$ cat src/rtl/gpio_mux_pkg.sv
package gpio_mux_pkg;

    localparam int ADDR_W = 2;

    typedef enum logic [ADDR_W-1:0] {
        REG_DIR  = 2'd0,
        REG_LAT  = 2'd1,
        REG_PORT = 2'd2,
        REG_ANA  = 2'd3
    } reg_sel_e;

    typedef enum logic [1:0] {
        SRC_OFF    = 2'd0,
        SRC_LATCH  = 2'd1,
        SRC_PERIPH = 2'd2
    } drive_src_e;

    typedef struct packed {
        logic ref_act;
        logic periph;
        logic ana;
        logic dir_in;
    } pin_mode_t;

    function automatic drive_src_e pick_source(pin_mode_t m);
        if (m.ref_act)     return SRC_OFF;
        else if (m.periph) return SRC_PERIPH;
        else if (!m.dir_in) return SRC_LATCH;
        else               return SRC_OFF;
    endfunction

endpackage

$ cat src/rtl/gpio_regfile.sv
module gpio_regfile
    import gpio_mux_pkg::*;
#(
    parameter int          N_PINS   = 8,
    parameter logic [N_PINS-1:0] ANA_MASK = 8'h2F
) (
    input  logic              clk,
    input  logic              rst,
    input  logic              we,
    input  logic [ADDR_W-1:0] addr,
    input  logic [N_PINS-1:0] wdata,
    input  logic [N_PINS-1:0] port_val,
    output logic [N_PINS-1:0] rdata,
    output logic [N_PINS-1:0] dir_q,
    output logic [N_PINS-1:0] lat_q,
    output logic [N_PINS-1:0] ana_q
);
    reg_sel_e sel;
    assign sel = reg_sel_e'(addr);

    always_ff @(posedge clk) begin
        if (rst) begin
            dir_q <= '1;
            lat_q <= '0;
            ana_q <= ANA_MASK;
        end else if (we) begin
            case (sel)
                REG_DIR: dir_q <= wdata;
                REG_LAT: lat_q <= wdata;
                REG_ANA: ana_q <= wdata & ANA_MASK;
                default: ;
            endcase
        end
    end

    always_comb begin
        case (sel)
            REG_DIR:  rdata = dir_q;
            REG_LAT:  rdata = lat_q;
            REG_PORT: rdata = port_val;
            REG_ANA:  rdata = ana_q;
            default:  rdata = '0;
        endcase
    end


    dir_write_chk: assert property (@(posedge clk) disable iff (rst)
        (we && addr == 2'd0) |=> (dir_q == $past(wdata)));


    lat_write_chk: assert property (@(posedge clk) disable iff (rst)
        (we && addr == 2'd1) |=> (lat_q == $past(wdata)));


    port_write_ignored_chk: assert property (@(posedge clk) disable iff (rst)
        (we && addr == 2'd2) |=> ($stable(dir_q) && $stable(lat_q) && $stable(ana_q)));

endmodule

$ cat src/rtl/gpio_pin_ctrl.sv
module gpio_pin_ctrl
    import gpio_mux_pkg::*;
(
    input  logic clk,
    input  logic rst,
    input  logic dir_in,
    input  logic lat_bit,
    input  logic ana_bit,
    input  logic periph_oe,
    input  logic periph_do,
    input  logic ref_act,
    output logic pad_oe,
    output logic pad_do,
    output logic in_en
);
    pin_mode_t  mode;
    drive_src_e src;

    always_comb begin
        mode.ref_act = ref_act;
        mode.periph  = periph_oe;
        mode.ana     = ana_bit;
        mode.dir_in  = dir_in;
        src          = pick_source(mode);
        case (src)
            SRC_LATCH: begin pad_oe = 1'b1; pad_do = lat_bit;   end
            SRC_PERIPH: begin pad_oe = 1'b1; pad_do = periph_do; end
            default:   begin pad_oe = 1'b0; pad_do = 1'b0;      end
        endcase
        in_en = !(mode.ana || mode.ref_act);
    end


    ref_blocks_driver_chk: assert property (@(posedge clk) disable iff (rst)
        ref_act |-> (!pad_oe && !pad_do));


    periph_drives_chk: assert property (@(posedge clk) disable iff (rst)
        (periph_oe && !ref_act) |-> (pad_oe && pad_do == periph_do));


    latch_drives_chk: assert property (@(posedge clk) disable iff (rst)
        (!periph_oe && !ref_act && !dir_in) |-> (pad_oe && pad_do == lat_bit));

endmodule

$ cat src/rtl/gpio_in_sync.sv
module gpio_in_sync #(
    parameter int N_PINS = 8
) (
    input  logic              clk,
    input  logic              rst,
    input  logic [N_PINS-1:0] pad_di,
    input  logic [N_PINS-1:0] in_en,
    output logic [N_PINS-1:0] port_val
);
    logic [N_PINS-1:0] meta_q;
    logic [N_PINS-1:0] sync_q;

    always_ff @(posedge clk) begin
        if (rst) begin
            meta_q <= '0;
            sync_q <= '0;
        end else begin
            meta_q <= pad_di;
            sync_q <= meta_q;
        end
    end

    assign port_val = sync_q & in_en;

endmodule

$ cat src/rtl/gpio_mux_port.sv
module gpio_mux_port
    import gpio_mux_pkg::*;
#(
    parameter int                N_PINS   = 8,
    parameter logic [N_PINS-1:0] ANA_MASK = 8'h2F,
    parameter logic [N_PINS-1:0] REF_MASK = 8'h04
) (
    input  logic              clk,
    input  logic              rst,
    input  logic              bus_we,
    input  logic [1:0]        bus_addr,
    input  logic [N_PINS-1:0] bus_wdata,
    output logic [N_PINS-1:0] bus_rdata,
    input  logic [N_PINS-1:0] periph_oe,
    input  logic [N_PINS-1:0] periph_do,
    input  logic [N_PINS-1:0] ref_en,
    input  logic [N_PINS-1:0] pad_di,
    output logic [N_PINS-1:0] pad_oe,
    output logic [N_PINS-1:0] pad_do
);
    logic [N_PINS-1:0] dir_q, lat_q, ana_q;
    logic [N_PINS-1:0] in_en, port_val, ref_act;

    assign ref_act = ref_en & REF_MASK;

    gpio_regfile #(.N_PINS(N_PINS), .ANA_MASK(ANA_MASK)) u_regs (
        .clk(clk), .rst(rst), .we(bus_we), .addr(bus_addr),
        .wdata(bus_wdata), .port_val(port_val), .rdata(bus_rdata),
        .dir_q(dir_q), .lat_q(lat_q), .ana_q(ana_q)
    );

    for (genvar i = 0; i < N_PINS; i++) begin : g_pin
        gpio_pin_ctrl u_pin (
            .clk(clk), .rst(rst),
            .dir_in(dir_q[i]), .lat_bit(lat_q[i]), .ana_bit(ana_q[i]),
            .periph_oe(periph_oe[i]), .periph_do(periph_do[i]),
            .ref_act(ref_act[i]),
            .pad_oe(pad_oe[i]), .pad_do(pad_do[i]), .in_en(in_en[i])
        );
    end

    gpio_in_sync #(.N_PINS(N_PINS)) u_sync (
        .clk(clk), .rst(rst), .pad_di(pad_di), .in_en(in_en),
        .port_val(port_val)
    );


    gated_read_chk: assert property (@(posedge clk) disable iff (rst)
        ((ana_q | ref_act) & port_val) == '0);


    ref_outside_mask_chk: assert property (@(posedge clk) disable iff (rst)
        ((ref_en & ~REF_MASK & ~periph_oe & ~dir_q) & ~pad_oe) == '0);

endmodule

$ cat config.mk
export PLATFORM = sky130hd
export DESIGN_NAME = gpio_mux_port
export DESIGN_NICKNAME = d
export VERILOG_FILES = /design/src/rtl/gpio_mux_pkg.sv /design/src/rtl/gpio_regfile.sv /design/src/rtl/gpio_pin_ctrl.sv /design/src/rtl/gpio_in_sync.sv /design/src/rtl/gpio_mux_port.sv
export SDC_FILE = /design/constraint.sdc
export NUM_CORES = 1
export LEC_CHECK = 0
export CORE_MARGIN = 2
export CORE_UTILIZATION = 47
export DETAILED_ROUTE_END_ITERATION = 7
export PLACE_DENSITY = 0.81
export SLEW_MARGIN = 20
export SYNTH_ARGS = -nofsm -noshare
export SYNTH_HDL_FRONTEND = slang
export SYNTH_HIERARCHICAL = 1
export SYNTH_SLANG_ARGS = --single-unit
$ cat constraint.sdc
create_clock -name clk -period 1.7 [get_ports clk]
set_clock_uncertainty 0.15 [all_clocks]
set_input_delay 0.34 -clock clk [delete_from_list [all_inputs] [get_ports clk]]
set_output_delay 0.34 -clock clk [all_outputs]
set_load 0.02 [all_outputs]
# After elaboration in Yosys (flattened, before gate mapping)
# Cells that the tools add are included.
# op_classes
muxes,34
n_reduce_logical,18
eq_ne,19
bitwise_logic,1
# ops
cell,count
$pmux W8 S4,1
$eq A2 B2 Y1 const B,10
$eq A2 B1 Y1 const B,9
$mux W2,9
$mux W1,16
$pmux W1 S2,8
$reduce_or A2 Y1,8
$and A8 B8 Y8,1
$reduce_and A2 Y1,3
$logic_not A1 Y1,5
$logic_not A2 Y1,1
$logic_or A1 B1 Y1,1
# totals
output_inout_bits,24
word_cells,77
reg_bits,37

# Logic depth before layout (Yosys ltp)
# logic_depth
depth_word,6
depth_mapped,5
mapped_depth_nobuf,5

# By module
# Netlist, hierarchy kept.
# modules_own_cells
module,instances,area_per_inst_um2,cells_per_inst,seq_area_each_um2
gpio_regfile,1,1108.6,107,420.4
gpio_pin_ctrl,8,70.1,10,0.0
gpio_in_sync,1,514.2,41,320.3
gpio_mux_port,1,3.8,1,0.0

# Worst setup path after synthesis
# Ideal clock, no wire load.
# synth_timing
path_type,in2out
from,input port periph_oe[2]
to,output port pad_do[2]
path_stages,3
slack_ns,-0.121
t_arrival_ns,1.331
n_path_buf,0
t_required_ns,1.210
path_cell_list,or3_4 ha_1 nor2_1
# synth_between
elab_chain_cells,4
# synth_lines
item,line,rtl
start: declaration,gpio_mux_port.sv:14,"input logic [N_PINS-1:0] periph_oe,"
$mux W2 *,gpio_mux_pkg.sv:27,else if (m.periph) return SRC_PERIPH;
$mux W2 *,gpio_mux_pkg.sv:26,if (m.ref_act) return SRC_OFF;
$eq A2 B2 Y1 / $eq A2 B1 Y1 (equally long branches),gpio_pin_ctrl.sv:25,case (src)
$pmux W1 S2 *,gpio_pin_ctrl.sv:25,
end: declaration,gpio_mux_port.sv:19,output logic [N_PINS-1:0] pad_do
# Every way passes the cells marked *; elsewhere a longest branch is shown, timed or not.

# Worst setup path after layout
# layout_timing
from,register u_regs.dir_q[1]
to,output port pad_do[1]
# layout_between
elab_chain_cells,4
# layout_lines
item,line,rtl
start: declaration,gpio_regfile.sv:14,"output logic [N_PINS-1:0] dir_q,"
start signal: assignment,gpio_regfile.sv:28,REG_DIR: dir_q <= wdata;
$mux W1 *,gpio_mux_pkg.sv:28,else if (!m.dir_in) return SRC_LATCH;
$mux W2 *,gpio_mux_pkg.sv:27,
$eq A2 B2 Y1 / $eq A2 B1 Y1 (equally long branches),gpio_pin_ctrl.sv:25,
$pmux W1 S2 *,gpio_pin_ctrl.sv:25,
# Marked as above.

==> summary.txt <==
Placed design
  • Placed cells: 377
  • # port buffers: 61
  • Hpwl dp: 3336 µm
  • Pre-CTS WS: -0.9990 ns
  • RD Place Congestion: 0.7106
  • Post-DP Area: 0.003162 mm²

Route
  • DR vias/cell: 4.604
  • Via count: 1,800
  • ANT nets after route: 0
  • Initial drt markers: 49
  • WL final: 4758 µm
  • Post-route DRC: 0
  • DR WL/cell: 12.17 µm
  • Drt first pass iters: 4

Synth
  • Mapped cell area: 0.002187 mm²
  • Synth Flop Type: dfxtp_1
  • Post-synth cell types: 24
  • Top cells by count, synth: dfxtp_1 (37), nor2_1 (37), mux2i_1 (24)
  • Cells after Synth: 229
  • Syn_area_per_cell: 9.551 µm²
  • Top cell type's share of synthesized area: 33.87%
  • Synth warn: 6
  • Register area share after synthesis: 33.87%
  • Synthesized flop and latch total: 37
  • EDFF count, synth: 0
  • Top cell type by total area after synthesis: dfxtp_1
  • Post-synthesis async set-or-reset flop share: 0%
  • Synth area leaders: dfxtp_1 (34%), mux2i_1 (11%), ha_1 (9.2%)

GRT
  • First-pass GRT wire length: 7893 µm
  • Vias in the first global route: 1,753
  • Largest net degree at the start of global routing: 49
  • Initial antenna violation count: 0
  • Final global-route overflow total: 0
  • All-Layer GR Usage: 19.15%

Hold path
  • Hold WC Path Type: input pin to flop
  • Hold path startpoint: rst

Timing
  • Final WS setup: -0.3262 ns
  • Final Hold Fails: 0
  • Endpoints failing setup: 21
  • Fin crit share: 119.2%
  • Fin. max-slew vios: 0
  • Highest clock rate: 493.5 MHz
  • Unrepaired setup endpoints after global routing: true
  • Tmin final: 2.026 ns

Power
  • Pleak: 1.563 nW
  • Worst vdd ir: 0.5070 mV
  • Pwr dens: 632.9 mW/mm²

Clocking
  • Longest Clk Path Bufs: 2
  • # clock sinks: 37
  • CTS H-tree lvls: 2
  • Worst-Skew Late Latency: 0.29 ns
  • Clock transition at path regs: 0.07 ns
  • CTS tree: built
  • CTS buffer count: 5
  • CTS root buf: clkbuf_8

Critical path
  • CP cell instances: or3_4 -> ha_4 -> a22oi_2 -> nor2_4 -> buf_6
  • CP Buf/Inv Count: 1
  • Slowest stage delay, CP: 0.39 ns
  • CP max stage cell: or3_4
  • RR Startpoint: u_regs/ana_q[1]$_SDFFE_PP1P_
  • Critical Path Fanout Max: 2
  • WP data required: 1.21 ns
  • Critical path start-end classification: flop to output pin
  • Crit path arrival time: 1.54 ns
  • CP startpoint: u_regs/dir_q[1]$_SDFFE_PP1P_
  • Crit. End Element: output pin
  • Delay-heaviest family, CP: simple AND/OR/NAND/NOR gates
  • Startpoint Class: flop

Die
  • # IOs: 69
  • Initial Util: 49.55%
  • Chip Width: 72.22 µm
  • Die Height: 72.22 µm
  • Core area: 0.004414 mm²
  • Die Footprint: 0.005215 mm²
  • Row cnt: 24

Status
  • Failing checks: setup timing
  • Status: finished, violations left

Final layout
  • Final nets: 399
  • FILL cells: 289
  • Post-Layout Cell Count: 391
  • Design Area, Final: 0.003523 mm²
  • Share of layout cells above drive strength 1: 45.43%
  • Util after Layout: 79.82%
  • Antenna diodes: 0
  • P&R area growth vs syn: 61.10%

Run
  • Max cap viols: 0
[worst paths after layout]
path                             endpoint  slack (ns)  depth (start not counted)
max                             pad_do[1]       -0.33                          5
min           u_sync/sync_q[5]$_SDFF_PP0_        0.17                          2
max reg2reg  u_regs/ana_q[1]$_SDFFE_PP1P_        0.77                          3
min reg2reg   u_sync/sync_q[5]$_SDFF_PP0_        0.29                          1
[kinds of logic (layout without fill, tap and decap cells)]
family / Yosys count / in the layout / share of synthesized area [%]
buf+inv: 37 / 125 / 8.638
other cells: 2 / 24 / 0.3434
flops: 37 / 37 / 33.87
fa+ha+maj: 16 / 16 / 9.153
mux: 29 / 29 / 16.13
simple gates: 97 / 97 / 27.92
compound gates: 11 / 11 / 3.948
[flip-flops by register name, summed over array words and instances (netlist names)]
register	cells
u_regs/ana_q	5
u_regs/dir_q	8
u_regs/lat_q	8
u_sync/meta_q	8
u_sync/sync_q	8
[cells in the final DEF, fill, tap and decap left out, types with 2 or more instances in the layout]
cell type / instances
dfxtp_2: 13
dfxtp_1: 24
ha_1: 8
buf_8: 2
nor2_2: 2
nand2b_1: 16
or3_4: 8
dlygate4sd2_1: 8
o2bb2ai_1: 2
ha_4: 8
buf_6: 23
or2b_1: 8
mux4_2: 5
a22oi_2: 8
clkdlybuf4s50_1: 25
conb_1: 24
clkbuf_8: 6
mux2i_1: 22
buf_4: 28
inv_2: 16
buf_2: 2
and2_1: 8
nor2_4: 8
nor2_1: 27
and2b_2: 7
mux2i_4: 2
nor2b_1: 3
nor2b_2: 7
buf_12: 2
inv_1: 8
[final cells by class]
class	instances	area (µm²)	area share, %
Timing Repair Buffer	93	918.4	26.07
Sequential cell	37	757.0	21.48
Clock inverter	1	30.03	0.8523
Clock buffer	7	86.33	2.450
Inverter	24	90.09	2.557
Multi-Input combinational cell	177	1577	44.74
Tap cell	52	65.06	1.847
[power breakdown]
part	switching [mW]	internal (mW)
logic	0.226	0.305
registers	0.0150	0.904
clock network	0.302	0.478
total	0.543	1.69
[timing repair]
action                                  CTS  global route
setup buffers                             4             3
hold buffers                              0             0
endpoints found under the setup margin   25            23
pin swaps                                33            12
resized for setup                       188            13
gates cloned                              1             0
[layer usage]
layer	vias up	global-route usage (%)	part of all wire, %
li1	929	-	-
met1	822	24.76	44
met2	43	32.42	50
met3	6	4.583	5.1
met4	0	4.403	1.1
met5	-	0	0
[per-stage QoR]
step | TNS, ns | power [mW] | hold WS [ns]
finish | -5.271 | 2.230 | 0.1723
floorplan | -0.05025 | 1.185 | 0.2648
CTS | -5.704 | 2.229 | 0.1708
global route | -6.187 | 2.327 | 0.1767
detailed placement | -26.74 | 1.404 | 0.2816
global placement | -25.76 | 1.394 | 0.2666
No activity file was read; power rests on OpenSTA's default activity.
